==> config.mk <==
export PLATFORM = sky130hd
export DESIGN_NAME = imou_top
export DESIGN_NICKNAME = d
export VERILOG_FILES = /design/src/rtl/imou_pkg.sv /design/src/rtl/imou_irq.sv /design/src/rtl/imou_oport.sv /design/src/rtl/imou_top.sv
export SDC_FILE = /design/constraint.sdc
export NUM_CORES = 1
export LEC_CHECK = 0
export BUFFER_PORTS_ARGS = -buffer_cell sky130_fd_sc_hd__clkbuf_2
export CAP_MARGIN = 10
export CORE_MARGIN = 2
export CORE_UTILIZATION = 40
export CTS_CLUSTER_SIZE = 20
export DETAILED_ROUTE_END_ITERATION = 12
export GPL_ROUTABILITY_DRIVEN = 0
export GPL_TIMING_DRIVEN = 0
export PLACE_DENSITY = 0.68
export SYNTH_ARGS = -nofsm -noshare
export SYNTH_HDL_FRONTEND = slang
export SYNTH_SLANG_ARGS = --single-unit
==> constraint.sdc <==
create_clock -name clk_i -period 2 [get_ports clk_i]
set_clock_uncertainty 0.2 [all_clocks]
set_input_delay 0.1 -clock clk_i [delete_from_list [all_inputs] [get_ports clk_i]]
set_output_delay 0.1 -clock clk_i [all_outputs]
set_load 0.1 [all_outputs]
==> src/rtl/imou_pkg.sv <==
package imou_pkg;
  localparam int ADDR_W = 4;
  localparam logic [ADDR_W-1:0] A_INPORT = 4'h4;
  localparam logic [ADDR_W-1:0] A_IRQ    = 4'h5;
  localparam logic [ADDR_W-1:0] A_OMODE  = 4'hD;
  localparam logic [ADDR_W-1:0] A_OSET   = 4'hE;
  localparam logic [ADDR_W-1:0] A_OCLR   = 4'hF;
  localparam int GRP_W   = 4;   // status bits per channel
  localparam int TX_OFS  = 0;
  localparam int RX_OFS  = 1;
endpackage

==> src/rtl/imou_irq.sv <==
module imou_irq
  import imou_pkg::*;
#(
  parameter int NUM_CH = 2,
  localparam int SW    = GRP_W * NUM_CH
) (
  input  logic          clk_i,
  input  logic          rst_ni,
  input  logic [NUM_CH-1:0] tx_rdy_i,
  input  logic [NUM_CH-1:0] rx_rdy_i,
  input  logic          mask_we_i,
  input  logic [SW-1:0] mask_d_i,
  output logic [SW-1:0] status_o,
  output logic          irq_no
);
  logic [SW-1:0] mask_q;

  for (genvar c = 0; c < NUM_CH; c++) begin : g_grp
    assign status_o[GRP_W*c+TX_OFS] = tx_rdy_i[c];
    assign status_o[GRP_W*c+RX_OFS] = rx_rdy_i[c];
    assign status_o[GRP_W*c+3:GRP_W*c+2] = 2'b00;
  end

  always_ff @(posedge clk_i or negedge rst_ni) begin
    if (!rst_ni)        mask_q <= '0;
    else if (mask_we_i) mask_q <= mask_d_i;
  end

  always_ff @(posedge clk_i or negedge rst_ni) begin
    if (!rst_ni) irq_no <= 1'b1;
    else         irq_no <= ~|(status_o & mask_q);
  end

  p_mask_hold_r3: assert property (@(posedge clk_i) disable iff (!rst_ni)
    !mask_we_i |=> $stable(mask_q));
  p_irq_assert_r4: assert property (@(posedge clk_i) disable iff (!rst_ni)
    (|(status_o & mask_q)) |=> !irq_no);
  p_irq_release_r4: assert property (@(posedge clk_i) disable iff (!rst_ni)
    !(|(status_o & mask_q)) |=> irq_no);
endmodule

==> src/rtl/imou_oport.sv <==
module imou_oport #(
  parameter int OUT_W = 8,
  parameter int SW    = 8
) (
  input  logic             clk_i,
  input  logic             rst_ni,
  input  logic             set_we_i,
  input  logic             clr_we_i,
  input  logic             mode_we_i,
  input  logic [OUT_W-1:0] wdata_i,
  input  logic [SW-1:0]    status_i,
  output logic [OUT_W-1:0] pins_o
);
  logic [OUT_W-1:0] op_q, mode_q, set_v, clr_v;

  assign set_v = set_we_i ? wdata_i : '0;
  assign clr_v = clr_we_i ? wdata_i : '0;

  // clear has priority over set on the same bit
  always_ff @(posedge clk_i or negedge rst_ni) begin
    if (!rst_ni) op_q <= '0;
    else         op_q <= (op_q | set_v) & ~clr_v;
  end

  always_ff @(posedge clk_i or negedge rst_ni) begin
    if (!rst_ni)        mode_q <= '0;
    else if (mode_we_i) mode_q <= wdata_i;
  end

  for (genvar i = 0; i < OUT_W; i++) begin : g_pin
    assign pins_o[i] = mode_q[i] ? ~status_i[i % SW] : ~op_q[i];
  end

  p_set_r5: assert property (@(posedge clk_i) disable iff (!rst_ni)
    (set_we_i && !clr_we_i) |=> ((op_q & $past(wdata_i)) == $past(wdata_i)));
  p_clr_r6: assert property (@(posedge clk_i) disable iff (!rst_ni)
    clr_we_i |=> ((op_q & $past(wdata_i)) == '0));
  p_op_hold_r10: assert property (@(posedge clk_i) disable iff (!rst_ni)
    (!set_we_i && !clr_we_i) |=> $stable(op_q));
  p_mode_hold_r10: assert property (@(posedge clk_i) disable iff (!rst_ni)
    !mode_we_i |=> $stable(mode_q));
endmodule

==> src/rtl/imou_top.sv <==
module imou_top
  import imou_pkg::*;
#(
  parameter int NUM_CH = 2,
  parameter int DATA_W = 8,
  parameter int IN_W   = 8,
  parameter int OUT_W  = 8,
  localparam int SW    = GRP_W * NUM_CH
) (
  input  logic              clk_i,
  input  logic              rst_ni,
  input  logic [ADDR_W-1:0] addr_i,
  input  logic              wr_i,
  input  logic [DATA_W-1:0] wdata_i,
  output logic [DATA_W-1:0] rdata_o,
  input  logic [NUM_CH-1:0] tx_rdy_i,
  input  logic [NUM_CH-1:0] rx_rdy_i,
  input  logic [IN_W-1:0]   in_pins_i,
  output logic [OUT_W-1:0]  out_pins_o,
  output logic              irq_no
);
  logic [SW-1:0] status;
  logic mask_we, set_we, clr_we, mode_we;

  assign mask_we = wr_i && (addr_i == A_IRQ);
  assign set_we  = wr_i && (addr_i == A_OSET);
  assign clr_we  = wr_i && (addr_i == A_OCLR);
  assign mode_we = wr_i && (addr_i == A_OMODE);

  imou_irq #(.NUM_CH(NUM_CH)) u_irq (
    .clk_i, .rst_ni,
    .tx_rdy_i, .rx_rdy_i,
    .mask_we_i(mask_we),
    .mask_d_i(wdata_i[SW-1:0]),
    .status_o(status),
    .irq_no
  );

  imou_oport #(.OUT_W(OUT_W), .SW(SW)) u_oport (
    .clk_i, .rst_ni,
    .set_we_i(set_we),
    .clr_we_i(clr_we),
    .mode_we_i(mode_we),
    .wdata_i(wdata_i[OUT_W-1:0]),
    .status_i(status),
    .pins_o(out_pins_o)
  );

  always_comb begin
    rdata_o = '0;
    unique case (addr_i)
      A_INPORT: rdata_o[IN_W-1:0] = in_pins_i;
      A_IRQ:    rdata_o[SW-1:0]   = status;
      default:  ;
    endcase
  end
endmodule

== Yosys cells after proc, flatten, opt, wreduce, memory -nomap -nowiden ==
Index checks and enable logic that the tools add are counted.

* Equal/unequal tests: 5
* Muxes and demuxes: 11
* Div/mod/pow operators: 0
* $mul: 0
* Order comparisons: 0
* Bitwise operators: 16
* Shift-type cells: 0
* $add $sub $neg: 0
* Reductions and logical operators: 6

{| class="wikitable"
|+ Operator list
! kind !! number
|-
| $mux W8 || 2
|-
| $pmux W8 S2 || 1
|-
| $eq A4 B4 Y1 const B || 3
|-
| $not A1 Y1 || 12
|-
| $and A6 B8 Y8 || 1
|-
| $and A8 B8 Y8 || 1
|-
| $eq A4 B3 Y1 const B || 2
|-
| $mux W1 || 8
|-
| $not A8 Y8 || 1
|-
| $or A8 B8 Y8 || 1
|-
| $reduce_or A8 Y1 || 1
|-
| $logic_and A1 B1 Y1 || 4
|-
| $logic_not A1 Y1 || 1
|}

* Flip-flop bits (word level): 25
* Bits in read-only memories: 0
* Word-level logic and storage cells: 42
* Memories kept: 0
* Input port bits: 27
* Latch bits: 0
* Bits in writable memories: 0

== Longest topological paths before layout ==
Gate-level depths: netlist (run 1).

* Word-level depth: 5
* Mapped depth: 4
* Depth with buffers taken out: 3

== By module ==
Synthesis (run 1) repeated with hierarchy kept, for this count alone.

* Cells, all modules: 98
* Area total of the unflattened synthesis: 1137.3 um2

{| class="wikitable"
|+ Modules (own cells, without submodules)
! module !! instances !! area each (um2) !! cells an instance !! sequential area each (um2)
|-
| imou_oport || 1 || 700.7 || 51 || 400.4
|-
| imou_irq || 1 || 259.0 || 20 || 126.4
|-
| imou_top || 1 || 177.7 || 27 || 0.0
|}

== Worst setup path after synthesis (run 1) ==
Ideal clock, no wire load.

* Path kind: flip-flop to output port
* Start: reg u_oport.mode_q[0]
* End: out out_pins_o[0]
* Path slack: -0.232 ns
* Cell stages (with the launch flop): 2
* Arrival time: 1.932 ns
* Buffers on the path: 0
* Cell sequence: dfrtp_1 > mux2i_1

* Cells in the longest elaborated chain, start to end: 1

{| class="wikitable"
|+ RTL lines
! what !! RTL line !! source
|-
| start, declared || imou_oport.sv:14 || <nowiki>logic [OUT_W-1:0] op_q, mode_q, set_v, clr_v;</nowiki>
|-
| start signal, assigned || imou_oport.sv:27 || <nowiki>else if (mode_we_i) mode_q <= wdata_i;</nowiki>
|-
| $mux W1 || imou_oport.sv:31 || <nowiki>assign pins_o[i] = mode_q[i] ? ~status_i[i % SW] : ~op_q[i];</nowiki>
|-
| end, declared || imou_top.sv:19 || <nowiki>output logic [OUT_W-1:0] out_pins_o,</nowiki>
|}

Every way passes these cells.

== Worst setup path after layout (run 1) ==
* Start: in addr_i[1]
* End: out rdata_o[7]

* Cells in the longest elaborated chain, start to end: 2

{| class="wikitable"
|+ RTL lines
! what !! RTL line !! source
|-
| start, declared || imou_top.sv:12 || <nowiki>input logic [ADDR_W-1:0] addr_i,</nowiki>
|-
| $eq A4 B3 Y1 || imou_top.sv:51 || <nowiki>unique case (addr_i)</nowiki>
|-
| $pmux W8 S2 (*) || imou_top.sv:51 ||
|-
| end, declared || imou_top.sv:15 || <nowiki>output logic [DATA_W-1:0] rdata_o,</nowiki>
|}

Mark *: on every way between the ends. The rest lies on a longest branch, timed or not.

==> results summary, run 1 <==
Counting every sink on the clock net gives 21. The number of global-route vias before repair came out at 856. From bottom edge to top edge, the die measures 55.7 um. The top achievable clock speed came out at 0.562 GHz. The critical-path cell with the highest stage delay is clkbuf_2.

In this run the critical register-to-register path is captured at u_irq.irq_no. The library cells used most frequently in the layout, excluding fill and tap cells, are clkbuf_2 (42), dfrtp_1 (20), mux2i_1 (11), dlygate4sd3_1 (11). The average size of a mapped cell is 12.0 um2. The required time of the critical path came out at 1.70 ns. The synthesized netlist net count is 116. The setup check on the worst reg-to-reg path leaves a slack of 0.35 ns.

The floorplan row count is 18. Setup repair after global routing left no endpoint under its margin. Summed over all instances, the cell type with the most area after synthesis is dfrtp_1. The post-DP HPWL is 1660 um. The number of buffers added to fix hold violations after cts is 11. Setup violations remaining at the end of the flow were counted as 0. The net total in the final layout came out at 174. The longest clock path from root to sink contains 2 buffers.

The run finished with clean final reports. The share of post-route cells with drive strength above 1 came out at 47.9%. The total clock buffers created by CTS came out at 3. In the routed layout, each cell is associated on average with a via count of 4.84. The final-report hold violation count came out at 0. The synthesized netlist devotes 2.70% of its cell area to compound gates. The analysis attributes to cell leakage a power of 0.811 nW. The path category of the worst min-delay check is input pin to async pin. The number of antenna repair diodes is 0. The number of levels the H-tree was split into is 1. The number of unique standard cell types used by synthesis is 21. The portion of the clock cycle consumed by the worst path in the final layout came out at 88.9%. The number of remaining DRC errors came out at 0.

The pin count of the biggest net entering global routing came out at 22. The first detailed-routing pass ran for 4 iterations. The post-synthesis to final-layout area growth came out at 37.4%. The proportion of netlist area held by the largest area contributor is 46.9%. The sequential share of the synthesized area is 49.4%.

The first-pass GRT wire length came out at 3880 um. By area, the combinational part of the netlist is dominated by multiplexers. In this run the worst path has a maximum fanout of 6. The worst setup path is of the input pin to output port kind. The later-pin clock latency in the skew report came out at 0.30 ns. The post-detailed-route count of antenna-violating nets is 0. In the final timing run, aggregate negative setup slack is 0 ns. At the pin with the least slew margin, the transition time is 0.540 ns.

The routed design could run at a clock period as short as 1.78 ns. The total global routing overflow is 0. For this run, the total global-route usage over all layers was measured as 15.4%. The number of cells on the worst reg-to-reg path is 3.

The fill cell instance count of the final layout came out at 222. Grouping stages by cell kind, the critical path spends the most delay in buffers and inverters. The multi-input combinational cells in the finished layout cover a total of 503 um2.

The area occupied by registers came out at 527 um2. Together, buffers and inverters on the worst path number 3. The buffer count from post-CTS setup fixing came out at 0. After the first detailed-routing iteration, the DRC count stood at 9. Max-cap violations in this run came to 0.

The starting density of the core came out at 42.7%. The portion of synthesized area spent on multiplexers is 28.1%. The worst setup path is captured at an output port. The final max-slew violation count is 0. The number of antenna violations at the first check in global routing is 0. Sorting the synthesized cells by area gives the leading types as dfrtp_1 (47%), mux2i_1 (14%), mux2_2 (8.4%). The arrival time of the worst setup path came out at 1.48 ns. The Yosys warning count is 0. The cell area after synthesis is 0.00107 mm2. Leaving out fill and tap cells, the most frequent cell in the layout is clkbuf_2. Synthesis produced 89 cells. The largest stage delay on the critical path came out at 0.45 ns. The total via count in the routed design is 852.

The cell seen most often among critical-path stages is clkbuf_2. The area fraction in and, or, nand and nor cells after synthesis came out at 14.9%. TritonCTS built the clock tree. The detailed-route wire length is 2280 um. The post-cts gate resize count came out at 0. The die area is 0.00310 mm2.

The adder-cell share of the synthesized area came out at 0%. The master cell of the clock root buffer is clkbuf_4. The register bit count reported by yosys is 21. The placeable core region came out at 0.00250 mm2. The relative slew slack is 64.1%. Of the total synthesized cell area, the portion taken by XOR and XNOR cells is 0%.

Dividing total power by cell area gives a power density of 1020 mW/mm2. The number of top-level pins is 44. The worst ir drop on vdd is 0.000715 V. The signal on the critical path passes through clkbuf_2 > or3b_1 > buf_6 > nor2_1 > and2_1 > clkbuf_2.

Input and output buffers added on the ports amount to 42. The startpoint identified for the worst register-to-register timing path is u_irq.mask_q[0]. The horizontal die dimension is 55.7 um. The worst-case hold slack came out at 0.0861 ns. The startpoint kind of the worst setup timing path is an input pin. The clock slew at the register clock pins of the worst setup and hold paths came out at 0.11 ns.

The average wire length per cell after detail routing came out at 12.9 um.
-- Yosys cell counts --
cell       n
a21oi_1    1
a221oi_1   1
a22o_1     1
a31oi_1    1
and2_1     4
and2b_2    1
and4_2     1
buf_2      3
buf_6      1
dfrtp_1   20
dfstp_2    1
inv_1      7
mux2_2     8
mux2_4     4
mux2i_1   15
nand2_1    8
nand2b_1   4
nand4_2    1
nor2_1     5
nor2_8     1
or3b_1     1
-- layout make-up --
| class | instances | area share (%) |
|---|---|---|
| inverters | 7 | 1.79 |
| multi-input cells | 57 | 34.3 |
| repair buffers | 53 | 21.8 |
| flip-flops and latches | 21 | 35.9 |
| clock buffers | 4 | 1.79 |
| plain buffers | 4 | 1.79 |
| well taps | 30 | 2.56 |
-- cell families (layout without fill, tap and decap cells) --
group           count (synthesis)  in the layout
mux                            27             27
simple gates                   26             26
flops                          21             21
buf+inv                        11             68
compound gates                  4              4
-- stage by stage --
stage / power, W / utilization [%] / cell area (um2) / setup WS (ns) / instances
floorplan: 0.00117 / - / 1080 / -0.191 / 89
global placement: 0.00127 / 53.2 / 1330 / 0.257 / 161
detailed placement: 0.00129 / 53.2 / 1330 / 0.210 / 161
CTS: 0.00151 / 58.7 / 1470 / 0.205 / 176
global route: 0.00157 / 58.7 / 1470 / 0.123 / 176
finish: 0.00150 / 58.7 / 1470 / 0.221 / 176
-- power breakdown --
part	total (W)	switching [W]	internal, W
logic	0.000709	0.000513	0.000196
registers	0.000589	0.0000606	0.000528
clock network	0.000198	0.000121	0.0000776
total	0.00150	0.000695	0.000801
-- worst max-delay path by stage --
stage / depth (start not counted) / endpoint / startpoint / slack, ns
6_report: 6 / rdata_o[7] / addr_i[1] / 0.22
5_1_grt: 6 / rdata_o[3] / addr_i[1] / 0.12
4_1_cts: 6 / rdata_o[7] / addr_i[1] / 0.21
3_5_place_dp: 6 / rdata_o[7] / addr_i[1] / 0.21
3_3_place_gp: 6 / rdata_o[3] / addr_i[1] / 0.26
2_1_floorplan: 3 / rdata_o[0] / addr_i[1] / -0.19
-- metal layers --
metal	wire [um]	global-route usage, %
met1	1010	19.2
met2	1100	27.4
met3	169	4.19
met4	0	2.09
met5	0	0
-- flip-flops by register name, indices dropped and copies added (netlist names) --
register        count
u_oport.op_q        8
u_irq.mask_q        4
u_irq.irq_no        1
u_oport.mode_q      8
Note: power is estimated with default switching activity, not from simulation.
==> run 2, diff against run 1 <==
==> constraint.sdc (replaced) <==
create_clock -name clk_i -period 2 [get_ports clk_i]
set_clock_uncertainty 0.2 [all_clocks]
set_input_delay 0.1 -clock clk_i [delete_from_list [all_inputs] [get_ports clk_i]]
set_output_delay 0.1 -clock clk_i [all_outputs]
set_load 0.01 [all_outputs]
==> results summary, run 2 (synthesized netlist as in run 1, its figures left out) <==
Run status: complete, no violations (unchanged). The maximum fanout along the worst path is 2 (was 6). The maximum buffer depth of the clock tree came to 2 (unchanged). The leading cell type in the layout, fill and taps excluded is clkbuf_2 (unchanged).

Biggest registers after layout: u_oport.mode_q x8, u_oport.op_q x8, u_irq.mask_q x4 (unchanged). The master cell of the clock root buffer is clkbuf_4 (unchanged). The element type at the critical path end is a register (was output port). The static leakage came out at 0.812 nW (was 0.811 nW).

The transition time of the tightest slew-check pin came out at 0.523 ns (was 0.540 ns). The pin count of the biggest net entering global routing came out at 22 (unchanged). Leading cell types in the layout, fill and taps excluded: clkbuf_2 (42), dfrtp_1 (20), mux2i_1 (15) (was clkbuf_2 (42), dfrtp_1 (20), mux2i_1 (11), dlygate4sd3_1 (11)). The starting density of the core came out at 42.7% (unchanged).

The required time of the critical path is 2.05 ns (was 1.70 ns). The number of endpoints failing setup at the final stage came to 0 (unchanged). The final max-slew violation count came out at 0 (unchanged). The floorplan row count came out at 18 (unchanged). The die area is 0.00310 mm2 (unchanged). The count of port buffers added during placement was 42 (unchanged). The count of max-cap constraint violations came out at 0 (unchanged). The total track usage came out at 14.2% (was 15.4%). The post-DP HPWL is 1570 um (was 1660 um). The number of cells on the worst reg-to-reg path came out at 3 (unchanged). The number of placed instances with taps included is 161 (unchanged). The total clock buffers created by CTS came out at 3 (unchanged). The post-synthesis to final-layout area growth came out at 36.0% (was 37.4%). The total power divided by cell area came to 751 mW/mm2 (was 1020 mW/mm2). The number of top-level pins came out at 44 (unchanged). The number of antenna violations at the first check in global routing is 0 (unchanged). The number of global-route vias before repair is 821 (was 856). Setup repair after global routing missed its margin: no (unchanged). The register-to-register path setup slack came to 0.34 ns (was 0.35 ns). The via count normalized by instance count is 4.67 (was 4.84).

The total via count in the routed design was 822 (was 852). The total power draw is 0.00109 W (was 0.00150 W). The later-pin clock latency in the skew report came out at 0.30 ns (about the same). The total global routing overflow was 0 (unchanged). The number of levels the H-tree was split into is 1 (unchanged). The time the worst path needs with I/O delays and setup is 1.66 ns (was 1.78 ns). The average wire length per cell after detail routing came out at 11.8 um (was 12.9 um).

The post-layout instance count excluding filler cells was 176 (unchanged). The startpoint kind of the worst setup timing path was a register (was input pin). The number of antenna repair diodes came out at 0 (unchanged).

The clock sink count came to 21 (unchanged). The post-detailed-route count of antenna-violating nets came out at 0 (unchanged). The net total in the final layout is 174 (unchanged).

The placeable core region is 0.00250 mm2 (unchanged). The portion of the clock cycle consumed by the worst path in the final layout is 83.2% (was 88.9%). The horizontal die dimension came to 55.7 um (unchanged).

The relative slew slack came out at 65.1% (was 64.1%). The final total negative setup slack came out at 0 ns (unchanged). The arrival time of the worst setup path came to 1.71 ns (was 1.48 ns). The critical setup path kind is register to register (was input pin to output port). The share of post-route cells with drive strength above 1 came out at 45.2% (was 47.9%). The count of TritonRoute iterations in the first routing pass is 2 (was 4).

The clock slew at the register clock pins of the worst setup and hold paths is 0.11 ns (about the same). The final-report hold violation count was 0 (unchanged). The CTS tree is built (unchanged). The detailed-route wire length came out at 2080 um (was 2280 um).

The first-pass GRT wire length came to 3530 um (was 3880 um). The path category of the worst min-delay check is input pin to async pin (unchanged). The top achievable clock speed is 0.601 GHz (was 0.562 GHz). The number of remaining DRC errors is 0 (unchanged). The number of violations reported at the end of detailed-routing iteration 0 came out at 6 (was 9). The die span in y came out at 55.7 um (unchanged).

The worst ir drop on vdd came out at 0.000562 V (was 0.000715 V).
## run 2: routing by layer
metal  up-vias  wire [um]  part of all wire [%]  global-route usage (%)
li1        416          -                     -                       -
met2        19       1010                    48                    23.5
met3         0         95                   4.6                    5.12
met4         0          0                     0                    1.05
met1       387        982                    47                    18.8
met5         -          0                     0                       0
## run 2: stage by stage
stage                     area [um2]  utilization, %  worst slack [ns]  hold WS, ns
after detailed placement        1320            52.6             0.490      -0.0965
final                           1450            58.1             0.337       0.0909
after global placement          1320            52.6             0.501       -0.109
after global routing            1450            58.1             0.233        0.109
after floorplan                 1070               -             0.623       -0.396
after CTS                       1450            58.1             0.348        0.104
## run 2: final timing paths
kind                              startpoint                 to
hold / removal                        rst_ni  u_oport.mode_q[1]
setup / recovery             u_irq.mask_q[0]       u_irq.irq_no
max in group asynchronous             rst_ni       u_irq.irq_no
setup reg to reg             u_irq.mask_q[0]       u_irq.irq_no
hold reg to reg            u_oport.mode_q[7]  u_oport.mode_q[7]
min in group clk_i                 addr_i[0]    u_oport.op_q[1]
## run 2: area by class of cell
class                      count  area, um2
buffer                         4       26.3
clock buffer                   4       26.3
fill                         221       1050
inverter                       7       26.3
multi-input combinational     57        488
sequential                    21        527
tap                           30       37.5
timing repair buffer          53        320
## run 2: what timing repair did
item                      in CTS  in global routing
setup buffers                  0                  0
hold endpoints to repair      42                  0
gates resized for setup        0                  0
hold buffers                  11                  0
## run 2: power by group
part,total [W],leakage [nW],internal [W],switching [W]
Sequential,0.000576,0.246,0.000527,0.0000488
Clock,0.000197,0.0150,0.0000778,0.000120
Combinational,0.000316,0.551,0.000185,0.000131
## run 2: critical path, stage by stage (launching register included)
cell and delay (ns):
dfrtp_1 0.39, a22o_1 0.23, a221oi_1 0.20, dlygate4sd3_1 0.59
